**src/rtl/adc_pwr_pkg.sv**
```systemverilog
package adc_pwr_pkg;
  typedef enum logic [1:0] {
    ST_PIN_PD = 2'd0,
    ST_PM_PD  = 2'd1,
    ST_INIT   = 2'd2,
    ST_RUN    = 2'd3
  } pwr_state_e;

  // default value of control register idx (truncated by the user)
  function automatic logic [31:0] reg_default(int unsigned idx);
    return 32'h0000_00A5 ^ (idx * 32'h13);
  endfunction
endpackage

```
**src/rtl/adc_init_fsm.sv**
```systemverilog
module adc_init_fsm
  import adc_pwr_pkg::*;
#(
  parameter int unsigned INIT_FRAMES = 4128,
  localparam int unsigned CNT_W = $clog2(INIT_FRAMES)
) (
  input  logic       clk_i,
  input  logic       rst_ni,
  input  logic       pdn_ni,
  input  logic       pm_i,
  input  logic       tick_i,
  output pwr_state_e state_o,
  output logic       prot_win_o
);
  localparam logic [CNT_W-1:0] LAST = CNT_W'(INIT_FRAMES - 1);

  pwr_state_e       state_q, state_d;
  logic [CNT_W-1:0] cnt_q, cnt_d;
  logic             pin_init_q, pin_init_d;

  always_comb begin
    state_d    = state_q;
    cnt_d      = cnt_q;
    pin_init_d = pin_init_q;
    if (!pdn_ni) begin
      state_d    = ST_PIN_PD;
      cnt_d      = '0;
      pin_init_d = 1'b0;
    end else begin
      unique case (state_q)
        ST_PIN_PD: begin
          pin_init_d = 1'b1;
          cnt_d      = '0;
          state_d    = pm_i ? ST_INIT : ST_PM_PD;
        end
        ST_PM_PD: begin
          cnt_d = '0;
          if (pm_i) state_d = ST_INIT;
        end
        ST_INIT: begin
          if (!pm_i) begin
            state_d = ST_PM_PD;
            cnt_d   = '0;
          end else if (tick_i) begin
            if (cnt_q == LAST) begin
              state_d    = ST_RUN;
              cnt_d      = '0;
              pin_init_d = 1'b0;
            end else begin
              cnt_d = cnt_q + 1'b1;
            end
          end
        end
        ST_RUN: if (!pm_i) state_d = ST_PM_PD;
        default: state_d = ST_PIN_PD;
      endcase
    end
  end

  always_ff @(posedge clk_i or negedge rst_ni) begin
    if (!rst_ni) begin
      state_q    <= ST_PIN_PD;
      cnt_q      <= '0;
      pin_init_q <= 1'b0;
    end else begin
      state_q    <= state_d;
      cnt_q      <= cnt_d;
      pin_init_q <= pin_init_d;
    end
  end

  assign state_o    = state_q;
  assign prot_win_o = pin_init_q && (state_q == ST_INIT);
endmodule

```
**src/rtl/adc_reg_bank.sv**
```systemverilog
module adc_reg_bank
  import adc_pwr_pkg::*;
#(
  parameter int unsigned ADDR_W    = 3,
  parameter int unsigned DATA_W    = 8,
  parameter int unsigned PROT_ADDR = 1,
  localparam int unsigned NUM_REGS = 1 << ADDR_W
) (
  input  logic              clk_i,
  input  logic              rst_ni,
  input  logic              pdn_ni,
  input  logic              clk_ok_i,
  input  pwr_state_e        state_i,
  input  logic              prot_win_i,
  input  logic              wr_en_i,
  input  logic [ADDR_W-1:0] wr_addr_i,
  input  logic [DATA_W-1:0] wr_data_i,
  input  logic [ADDR_W-1:0] rd_addr_i,
  output logic [DATA_W-1:0] rd_data_o,
  output logic              wr_ack_o
);
  logic [DATA_W-1:0] regs_q [NUM_REGS];
  logic              accept;
  logic              ack_q;

  assign accept = wr_en_i && clk_ok_i && pdn_ni && (state_i != ST_PIN_PD) &&
                  !(prot_win_i && (wr_addr_i == ADDR_W'(PROT_ADDR)));

  for (genvar g = 0; g < NUM_REGS; g++) begin : g_reg
    localparam logic [DATA_W-1:0] DEF = DATA_W'(reg_default(g));
    always_ff @(posedge clk_i or negedge rst_ni) begin
      if (!rst_ni)                                       regs_q[g] <= DEF;
      else if (!pdn_ni)                                  regs_q[g] <= DEF;
      else if (accept && (wr_addr_i == ADDR_W'(g)))      regs_q[g] <= wr_data_i;
    end
  end

  always_ff @(posedge clk_i or negedge rst_ni) begin
    if (!rst_ni) ack_q <= 1'b0;
    else         ack_q <= accept;
  end

  assign rd_data_o = regs_q[rd_addr_i];
  assign wr_ack_o  = ack_q;
endmodule

```
**src/rtl/adc_out_gate.sv**
```systemverilog
module adc_out_gate #(
  parameter int unsigned SAMPLE_W = 20
) (
  input  logic                run_i,
  input  logic [SAMPLE_W-1:0] left_raw_i,
  input  logic [SAMPLE_W-1:0] right_raw_i,
  output logic [SAMPLE_W-1:0] left_o,
  output logic [SAMPLE_W-1:0] right_o,
  output logic                data_valid_o
);
  assign left_o       = run_i ? left_raw_i  : '0;
  assign right_o      = run_i ? right_raw_i : '0;
  assign data_valid_o = run_i;
endmodule

```
**src/rtl/adc_pwr_seq.sv**
```systemverilog
module adc_pwr_seq
  import adc_pwr_pkg::*;
#(
  parameter int unsigned INIT_FRAMES = 4128,
  parameter int unsigned SAMPLE_W    = 20,
  parameter int unsigned ADDR_W      = 3,
  parameter int unsigned DATA_W      = 8,
  parameter int unsigned PROT_ADDR   = 1
) (
  input  logic                clk_i,
  input  logic                rst_ni,
  input  logic                pdn_ni,
  input  logic                pm_i,
  input  logic                tick_i,
  input  logic                clk_ok_i,
  input  logic                wr_en_i,
  input  logic [ADDR_W-1:0]   wr_addr_i,
  input  logic [DATA_W-1:0]   wr_data_i,
  input  logic [ADDR_W-1:0]   rd_addr_i,
  output logic [DATA_W-1:0]   rd_data_o,
  input  logic [SAMPLE_W-1:0] left_raw_i,
  input  logic [SAMPLE_W-1:0] right_raw_i,
  output logic [SAMPLE_W-1:0] left_o,
  output logic [SAMPLE_W-1:0] right_o,
  output logic                data_valid_o,
  output logic [1:0]          state_o,
  output logic                wr_ack_o
);
  pwr_state_e state;
  logic       prot_win;

  adc_init_fsm #(.INIT_FRAMES(INIT_FRAMES)) u_fsm (
    .clk_i, .rst_ni, .pdn_ni, .pm_i, .tick_i,
    .state_o(state), .prot_win_o(prot_win)
  );

  adc_reg_bank #(.ADDR_W(ADDR_W), .DATA_W(DATA_W), .PROT_ADDR(PROT_ADDR)) u_regs (
    .clk_i, .rst_ni, .pdn_ni, .clk_ok_i,
    .state_i(state), .prot_win_i(prot_win),
    .wr_en_i, .wr_addr_i, .wr_data_i, .rd_addr_i, .rd_data_o, .wr_ack_o
  );

  // pin low gates output immediately, ahead of the state register
  adc_out_gate #(.SAMPLE_W(SAMPLE_W)) u_gate (
    .run_i(pdn_ni && (state == ST_RUN)),
    .left_raw_i, .right_raw_i, .left_o, .right_o, .data_valid_o
  );

  assign state_o = state;
endmodule

```
**config.mk**
```make
export PLATFORM = sky130hd
export DESIGN_NAME = adc_pwr_seq
export DESIGN_NICKNAME = d
export VERILOG_FILES = /design/src/rtl/adc_pwr_pkg.sv /design/src/rtl/adc_init_fsm.sv /design/src/rtl/adc_reg_bank.sv /design/src/rtl/adc_out_gate.sv /design/src/rtl/adc_pwr_seq.sv
export SDC_FILE = /design/constraint.sdc
export NUM_CORES = 1
export LEC_CHECK = 0
export BUFFER_PORTS_ARGS = -buffer_cell sky130_fd_sc_hd__buf_2
export CELL_PAD_IN_SITES_DETAIL_PLACEMENT = 2
export CELL_PAD_IN_SITES_GLOBAL_PLACEMENT = 2
export CORE_ASPECT_RATIO = 2
export CORE_MARGIN = 10
export CORE_UTILIZATION = 30
export CTS_CLUSTER_SIZE = 12
export DETAILED_ROUTE_END_ITERATION = 16
export GPL_ROUTABILITY_DRIVEN = 0
export PLACE_DENSITY = 0.87
export SLEW_MARGIN = 20
export SYNTH_ARGS = -nofsm -noshare
export SYNTH_HDL_FRONTEND = slang
export SYNTH_SLANG_ARGS = --single-unit
```
**constraint.sdc**
```tcl
create_clock -name clk_i -period 1.7 [get_ports clk_i]
set_input_delay 0.17 -clock clk_i [delete_from_list [all_inputs] [get_ports clk_i]]
set_output_delay 0.17 -clock clk_i [all_outputs]
set_load 0.02 [all_outputs]
```
==> results of run 1 <==
-- report_power, final --
part           internal (mW)  switching (mW)  total [mW]
Clock                   1.18           0.892        2.08
Combinational          0.267           0.341       0.609
Sequential              1.95          0.0142        1.96
Total                   3.40            1.25        4.65
-- layer usage --
metal | global-route usage, % | part of all wire [%] | vias up
met5 | 0 | 0 | -
met2 | 37.1 | 57 | 179
met1 | 18.8 | 33 | 2215
met4 | 7.54 | 4.2 | 0
met3 | 4.59 | 5.2 | 47
li1 | - | - | 1809
-- cell usage after synthesis, types with 2 or more instances --
library cell / n
sky130_fd_sc_hd__a21oi_1: 11
sky130_fd_sc_hd__and2_1: 41
sky130_fd_sc_hd__and3_1: 3
sky130_fd_sc_hd__buf_1: 2
sky130_fd_sc_hd__buf_2: 7
sky130_fd_sc_hd__clkbuf_1: 22
sky130_fd_sc_hd__dfrtp_1: 47
sky130_fd_sc_hd__dfstp_2: 34
sky130_fd_sc_hd__inv_1: 4
sky130_fd_sc_hd__mux2_2: 8
sky130_fd_sc_hd__mux2i_1: 29
sky130_fd_sc_hd__mux4_2: 16
sky130_fd_sc_hd__nand2_1: 69
sky130_fd_sc_hd__nand2b_1: 3
sky130_fd_sc_hd__nand3_1: 27
sky130_fd_sc_hd__nand4_1: 5
sky130_fd_sc_hd__nand4b_1: 3
sky130_fd_sc_hd__nor2_1: 5
sky130_fd_sc_hd__nor3_1: 3
sky130_fd_sc_hd__nor3b_1: 2
sky130_fd_sc_hd__nor4_1: 2
sky130_fd_sc_hd__o211ai_1: 4
sky130_fd_sc_hd__o21ai_0: 37
sky130_fd_sc_hd__o31ai_1: 5
sky130_fd_sc_hd__or3_1: 5
sky130_fd_sc_hd__or4_1: 5
-- final timing paths --
path / from / endpoint / slack [ps] / cells past startpoint
worst max-delay path: u_regs.regs_q[3] / rd_data_o[3] / -160 / 3
worst min-delay path: wr_data_i[2] / u_regs.regs_q[42] / 130 / 3
worst max register to register: u_fsm.state_o[0] / u_regs.regs_q[53] / -140 / 6
worst min register to register: u_regs.regs_q[31] / u_regs.regs_q[31] / 520 / 2
max in group asynchronous: rst_ni / u_regs.regs_q[15] / 790 / 3
min in group asynchronous: rst_ni / u_regs.regs_q[6] / 280 / 2
-- state kept, by name, indices dropped and copies added, names as in the netlist --
| signal | cells |
|---|---|
| u_regs.regs_q | 64 |
| u_fsm.cnt_q | 13 |
| u_fsm.state_o | 2 |
| u_fsm.pin_init_q | 1 |
| u_regs.wr_ack_o | 1 |
-- timing repair --
| action | CTS | global route |
|---|---|---|
| hold buffers | 1 | 0 |
| setup buffers | 18 | 21 |
| pin swaps | 43 | 12 |
| gates resized for setup | 169 | 70 |
| hold endpoints to repair | 11 | 0 |
| setup endpoints to repair | 69 | 103 |
| gates cloned | 4 | 4 |
-- worst max-delay path: stages (launching register included) --
cell and delay (ps):
sky130_fd_sc_hd__dfrtp_1 410, sky130_fd_sc_hd__mux4_2 490, sky130_fd_sc_hd__mux2_4 300, sky130_fd_sc_hd__buf_6 140
-- kinds of logic (layout without fill, tap and decap cells) --
logic type	count (synthesis)	after routing	share of synthesized area, %
AO/OA/AOI/OAI	67	68	9.34
AND/OR/NAND/NOR	178	178	21.5
buffers and inverters	36	202	3.52
flip-flops	81	81	48.1
adder cells (fa/ha/maj)	1	1	0.291
multiplexers	53	53	17.2
-- area by class of cell --
type                            instances  area share (%)
Multi-Input combinational cell        300            37.3
Sequential cell                        81            30.5
Timing Repair Buffer                  182            23.9
Clock buffer                           10            3.52
Tap cell                              189            3.48
Clock inverter                          6           0.977
Inverter                                4           0.221
==> results_dict.tcl, run 1 <==
set metrics [dict create \
    clkSlewWorstSetupHoldPaths_ps 70 \
    finalMaxSlewViolations 0 \
    clk_latency_ps 360 \
    grt_overflow_total 0 \
    layout-drive-gt1-share_pct 59.5 \
    drt_pass1_iterations 4 \
    fin_nets 640 \
    synth.largest_area_cell "sky130_fd_sc_hd__dfrtp_1" \
    fin_setup_tns_ps -3970 \
    required_ps 1530 \
    route.detailed.wl_per_inst_um 29.0 \
    dominant_cells_by_area_after_synthesis "sky130_fd_sc_hd__dfrtp_1, sky130_fd_sc_hd__dfstp_2, sky130_fd_sc_hd__mux4_2" \
    diodes 0 \
    placementRows 61 \
    tightest_slew_ps 873 \
    worstSetupPathType "reg2out" \
    max-clock-path-buffers 2 \
    route.detailed.vias_per_inst 5.51 \
    grt_pass1_vias 4693 \
    core_region_area_um2 14000 \
    pin_count_of_the_biggest_net_entering_global_routing 80 \
    layout_commonest_cell "sky130_fd_sc_hd__nand2_1" \
    ys_dominant_reg_cell "sky130_fd_sc_hd__dfrtp_1" \
    total_global_routing_track_utilization_pct 19.2 \
    chipHeight_um 189 \
    floorplan.initialDensity_pct 30.8 \
    commonest_non_fill_non_tap_cells_in_the_layout "sky130_fd_sc_hd__nand2_1, sky130_fd_sc_hd__buf_2, sky130_fd_sc_hd__buf_6, sky130_fd_sc_hd__dfrtp_1, sky130_fd_sc_hd__buf_4" \
    yosys.cell_types.count 43 \
    drc_errors 0 \
    post_synth_instance_area_um2 4300 \
    layoutNonFillerInstCount 772 \
    synth_nets 478 \
    placedInstanceArea_um2 5250 \
    headroom_to_the_max_slew_limit_pct 41.8 \
    outcome "complete, but fails checks" \
    clock.fmax_mhz 538 \
    grt_antenna_before_repair 0 \
    fp.dieW_um 105 \
    timing.hold.ws_ps 129 \
    multi_input_comb_area_um2 2530 \
    cts_inserted_buffers 9 \
    synth.yosys.warnings 0 \
    sequential_cell_area_um2 2070 \
    route.final.wire_length_um 22400 \
    vias 4250 \
    hold_path_class "in2reg" \
    cellLeakagePower_nw 3.01 \
    place_inst 711 \
    finalSetupViolCount 48 \
    grt_first_pass_wirelength_um 29300 \
    worst_skew_ps 8.45 \
    postSynth.asyncResetShare_pct 100 \
    final.min_clock_period_ps 1860 \
    cts_sinks 81 \
    tritoncts_clock_tree "built" \
    max_cap_violations 0 \
    violations_in_the_final_reports "negative setup slack" \
    cp-start-kind "flop" \
    preCtsSetupSlack_ps -252 \
    synth_area_per_cell_um2 10.3 \
    period_share_pct 109 \
    data_arrival_at_the_endpoint_of_the_critical_path_ps 1690 \
    crit_path_max_fanout 2 \
    syn-instance-count 416 \
    maximum_vdd_drop_mv 0.543 \
    cts_root_buf "sky130_fd_sc_hd__clkbuf_16" \
    final_critical_path_setup_slack_ps -158 \
    total_power_mw 4.65 \
    rsz_0062_raised_after_global_routing "yes" \
    sequential_share_of_the_synthesized_area_pct 48.1 \
    critPathCaptureType "primary output" \
    area_share_of_the_leading_cell_type_in_the_synthesized_netlist_pct 27.3 \
    port_buffers 112 \
    post-route-util_pct 48.6 \
    fill_cells 1389 \
    area_growth_syn_to_layout_pct 57.8 \
    final_instance_area_um2 6790 \
    flip_flop_and_latch_count_after_synthesis 81 \
    number_of_primary_i_o_pins 113 \
    synth_enable_flop_cells 0 \
    power-per-cell-area_nw_per_um2 685 \
    initialDrtViolationCount 175 \
    final_hold_fails 0 \
    htreeDepth 3 \
    postRouteAntennaNets 0 \
    hpwlAfterDp_um 11900 \
    die-area_um2 19800 \
]
Note: power is estimated with default switching activity, not from simulation.
==> run 2, diff against run 1 <==
--- a/config.mk
+++ b/config.mk
@@ -5,16 +5,17 @@
 export SDC_FILE = /design/constraint.sdc
 export NUM_CORES = 1
 export LEC_CHECK = 0
+export ABC_AREA = 1
 export BUFFER_PORTS_ARGS = -buffer_cell sky130_fd_sc_hd__buf_2
 export CELL_PAD_IN_SITES_DETAIL_PLACEMENT = 2
 export CELL_PAD_IN_SITES_GLOBAL_PLACEMENT = 2
 export CORE_ASPECT_RATIO = 2
 export CORE_MARGIN = 10
-export CORE_UTILIZATION = 30
+export CORE_UTILIZATION = 26
 export CTS_CLUSTER_SIZE = 12
 export DETAILED_ROUTE_END_ITERATION = 16
 export GPL_ROUTABILITY_DRIVEN = 0
-export PLACE_DENSITY = 0.87
+export PLACE_DENSITY = 0.85
 export SLEW_MARGIN = 20
 export SYNTH_ARGS = -nofsm -noshare
 export SYNTH_HDL_FRONTEND = slang
==> results_dict.tcl, run 2 <==
set metrics [dict create \
    chipHeight_um 208 \
    cts_sinks 81 \
    drc_errors 0 \
    port_buffers 112 \
    drt_pass1_iterations 4 \
    crit_chain "inv_2 -> a21oi_2 -> o21ai_2 -> o21ai_1 -> buf_4 -> o21a_1 -> buf_6" \
    max-clock-path-buffers 2 \
    route.detailed.wl_per_inst_um 21.1 \
    synth.yosys.warnings 0 \
    dominant_cells_by_area_after_synthesis "sky130_fd_sc_hd__dfrtp_1, sky130_fd_sc_hd__dfstp_2, sky130_fd_sc_hd__nor2_1" \
    grt_overflow_total 0 \
    synth.top_cells.by_count "sky130_fd_sc_hd__nor2_1, sky130_fd_sc_hd__nand2_1, sky130_fd_sc_hd__inv_1" \
    power-per-cell-area_nw_per_um2 739 \
    required_ps 1530 \
    layout_commonest_cell "sky130_fd_sc_hd__nand2_1" \
    placementRows 68 \
    cts_root_buf "sky130_fd_sc_hd__clkbuf_16" \
    max_cap_violations 0 \
    outcome "complete, but fails checks" \
    r2r.worst_path.cells 8 \
    pin_count_of_the_biggest_net_entering_global_routing 38 \
    post_synth_instance_area_um2 4590 \
    initialDrtViolationCount 112 \
    total_global_routing_track_utilization_pct 16.4 \
    synth_enable_flop_cells 0 \
    area_share_of_the_leading_cell_type_in_the_synthesized_netlist_pct 25.6 \
    data_arrival_at_the_endpoint_of_the_critical_path_ps 1630 \
    hpwlAfterDp_um 15100 \
    tightest_slew_ps 379 \
    clock.fmax_mhz 556 \
    cellLeakagePower_nw 3.21 \
    postRouteAntennaNets 0 \
    htreeDepth 3 \
    number_of_primary_i_o_pins 113 \
    cp-start-kind "flop" \
    route.detailed.vias_per_inst 4.97 \
    worstSetupPathType "reg2out" \
    fin_nets 859 \
    sequential_share_of_the_synthesized_area_pct 45.1 \
    period_share_pct 106 \
    grt_first_pass_wirelength_um 30500 \
    finalMaxSlewViolations 0 \
    floorplan.initialDensity_pct 26.4 \
    maximum_vdd_drop_mv 0.424 \
    critPathMaxStageDelay_ps 530 \
    final_critical_path_setup_slack_ps -97.5 \
    synth_area_per_cell_um2 7.12 \
    syn-instance-count 645 \
    area_growth_syn_to_layout_pct 50.0 \
    die-area_um2 23700 \
    flip_flop_and_latch_count_after_synthesis 81 \
    synth_nets 707 \
    grt_antenna_before_repair 0 \
    layout-drive-gt1-share_pct 40.0 \
    fin_setup_tns_ps -1160 \
    headroom_to_the_max_slew_limit_pct 74.7 \
    cts_inserted_buffers 9 \
    clkSlewWorstSetupHoldPaths_ps 70 \
    hold-path-cell-count 3 \
    rsz_0062_raised_after_global_routing "yes" \
    critPathCaptureType "primary output" \
    postSynth.asyncResetShare_pct 100 \
    diodes 0 \
    final.min_clock_period_ps 1800 \
    hold_path_class "in2reg" \
    commonest_non_fill_non_tap_cells_in_the_layout "sky130_fd_sc_hd__nand2_1, sky130_fd_sc_hd__inv_1, sky130_fd_sc_hd__nor2_1, sky130_fd_sc_hd__buf_2, sky130_fd_sc_hd__o21ai_0" \
    final_hold_fails 0 \
    synth.largest_area_cell "sky130_fd_sc_hd__dfrtp_1" \
    yosys.cell_count.top_type "sky130_fd_sc_hd__nor2_1" \
    largest_register_ffs 64 \
    tritoncts_clock_tree "built" \
    finalSetupViolCount 38 \
    vias 5028 \
    grt_pass1_vias 5634 \
    crit_path_max_fanout 2 \
    route.final.wire_length_um 21400 \
    cp.buffers_inverters 3 \
    fp.dieW_um 114 \
    ys_dominant_reg_cell "sky130_fd_sc_hd__dfrtp_1" \
    total_power_mw 5.09 \
    worst_skew_ps 14.0 \
    worst_path_cell_with_the_longest_stage_delay "sky130_fd_sc_hd__dfstp_2" \
    violations_in_the_final_reports "negative setup slack" \
    max_flop_register "u_regs.regs_q" \
    critical_path_cell_count 7 \
    yosys.cell_types.count 31 \
    critPathTopFamily "flip-flops" \
    clk_latency_ps 350 \
    core_region_area_um2 17400 \
]
-- run 2: changes by cell type in the layout (fill, tap and decap cells not counted), sizes merged, moves of 8 or more --
cell,previous run,this run
mux2i,29,0
inv,5,103
mux4,16,0
nor2,5,133
nand3,27,37
o21ai,37,92
nand2,69,108
buf,179,164
a21oi,11,35
mux2,8,0
and2,41,1
-- run 2: layout make-up --
class / count / area [µm²]
fill: 2003 / 10500
multi-input combinational: 432 / 2420
sequential: 81 / 2070
timing repair buffer: 169 / 1420
inverter: 104 / 405
tap: 210 / 263
clock buffer: 9 / 225
clock inverter: 7 / 78.8
-- run 2: path summary, 6_finish.rpt --
| kind | start | to | slack, ps |
|---|---|---|---|
| hold reg to reg | u_regs.regs_q[52] | u_regs.regs_q[52] | 490 |
| min in group asynchronous | rst_ni | u_regs.regs_q[32] | 260 |
| setup reg to reg | u_fsm.state_o[1] | u_regs.regs_q[56] | 40 |
| setup / recovery | u_regs.regs_q[31] | rd_data_o[7] | -100 |
| hold / removal | wr_data_i[7] | u_regs.regs_q[7] | 120 |
| max in group asynchronous | rst_ni | u_regs.regs_q[52] | 820 |
-- run 2: per-layer routing --
metal	global-route usage (%)	share of wire [%]	vias up
li1	-	-	2329
met3	4.70	5.5	32
met5	0	0	-
met1	15.1	32	2532
met2	31.2	59	135
met4	8.23	3.6	0
-- run 2: per-stage QoR --
step,hold WS [ps],utilization (%),std cells,setup slack [ps],instance area [µm²]
2_1_floorplan,-126,-,645,4.13,4590
3_3_place_gp,80.1,31.9,970,40.3,5540
3_5_place_dp,86.1,31.9,970,-8.05,5540
4_1_cts,121,34.6,994,-150,6010
5_1_grt,121,39.7,1012,-192,6880
6_report,122,39.7,1012,-97.5,6880
-- run 2: cells by family after synthesis --
family                     Yosys count  share of synthesized area (%)
buffers and inverters              132                           11.5
and+or+nand+nor                    294                           27.5
DFF                                 81                           45.1
AOI/OAI and AO/OA                  137                           15.6
adders and majority gates            1                          0.273
-- run 2: tightest hold or removal path: cells and delay by family --
kind	cells	cell delay (ps)
buf+inv	1	130
simple gates	2	140
-- run 2: what timing repair did --
action                                 4_1_cts  5_1_grt
pin swaps                                   16       18
endpoints found under the hold margin       16        0
resized for setup                           53      201
setup endpoints to repair                   50       66
hold buffers                                 1        0
gates cloned                                 0        4
setup buffers                                7       14
-- run 2: power by group --
group | internal [mW] | switching (mW) | total [mW]
clock network | 1.15 | 0.872 | 2.02
logic | 0.364 | 0.613 | 0.977
registers | 2.05 | 0.0444 | 2.09
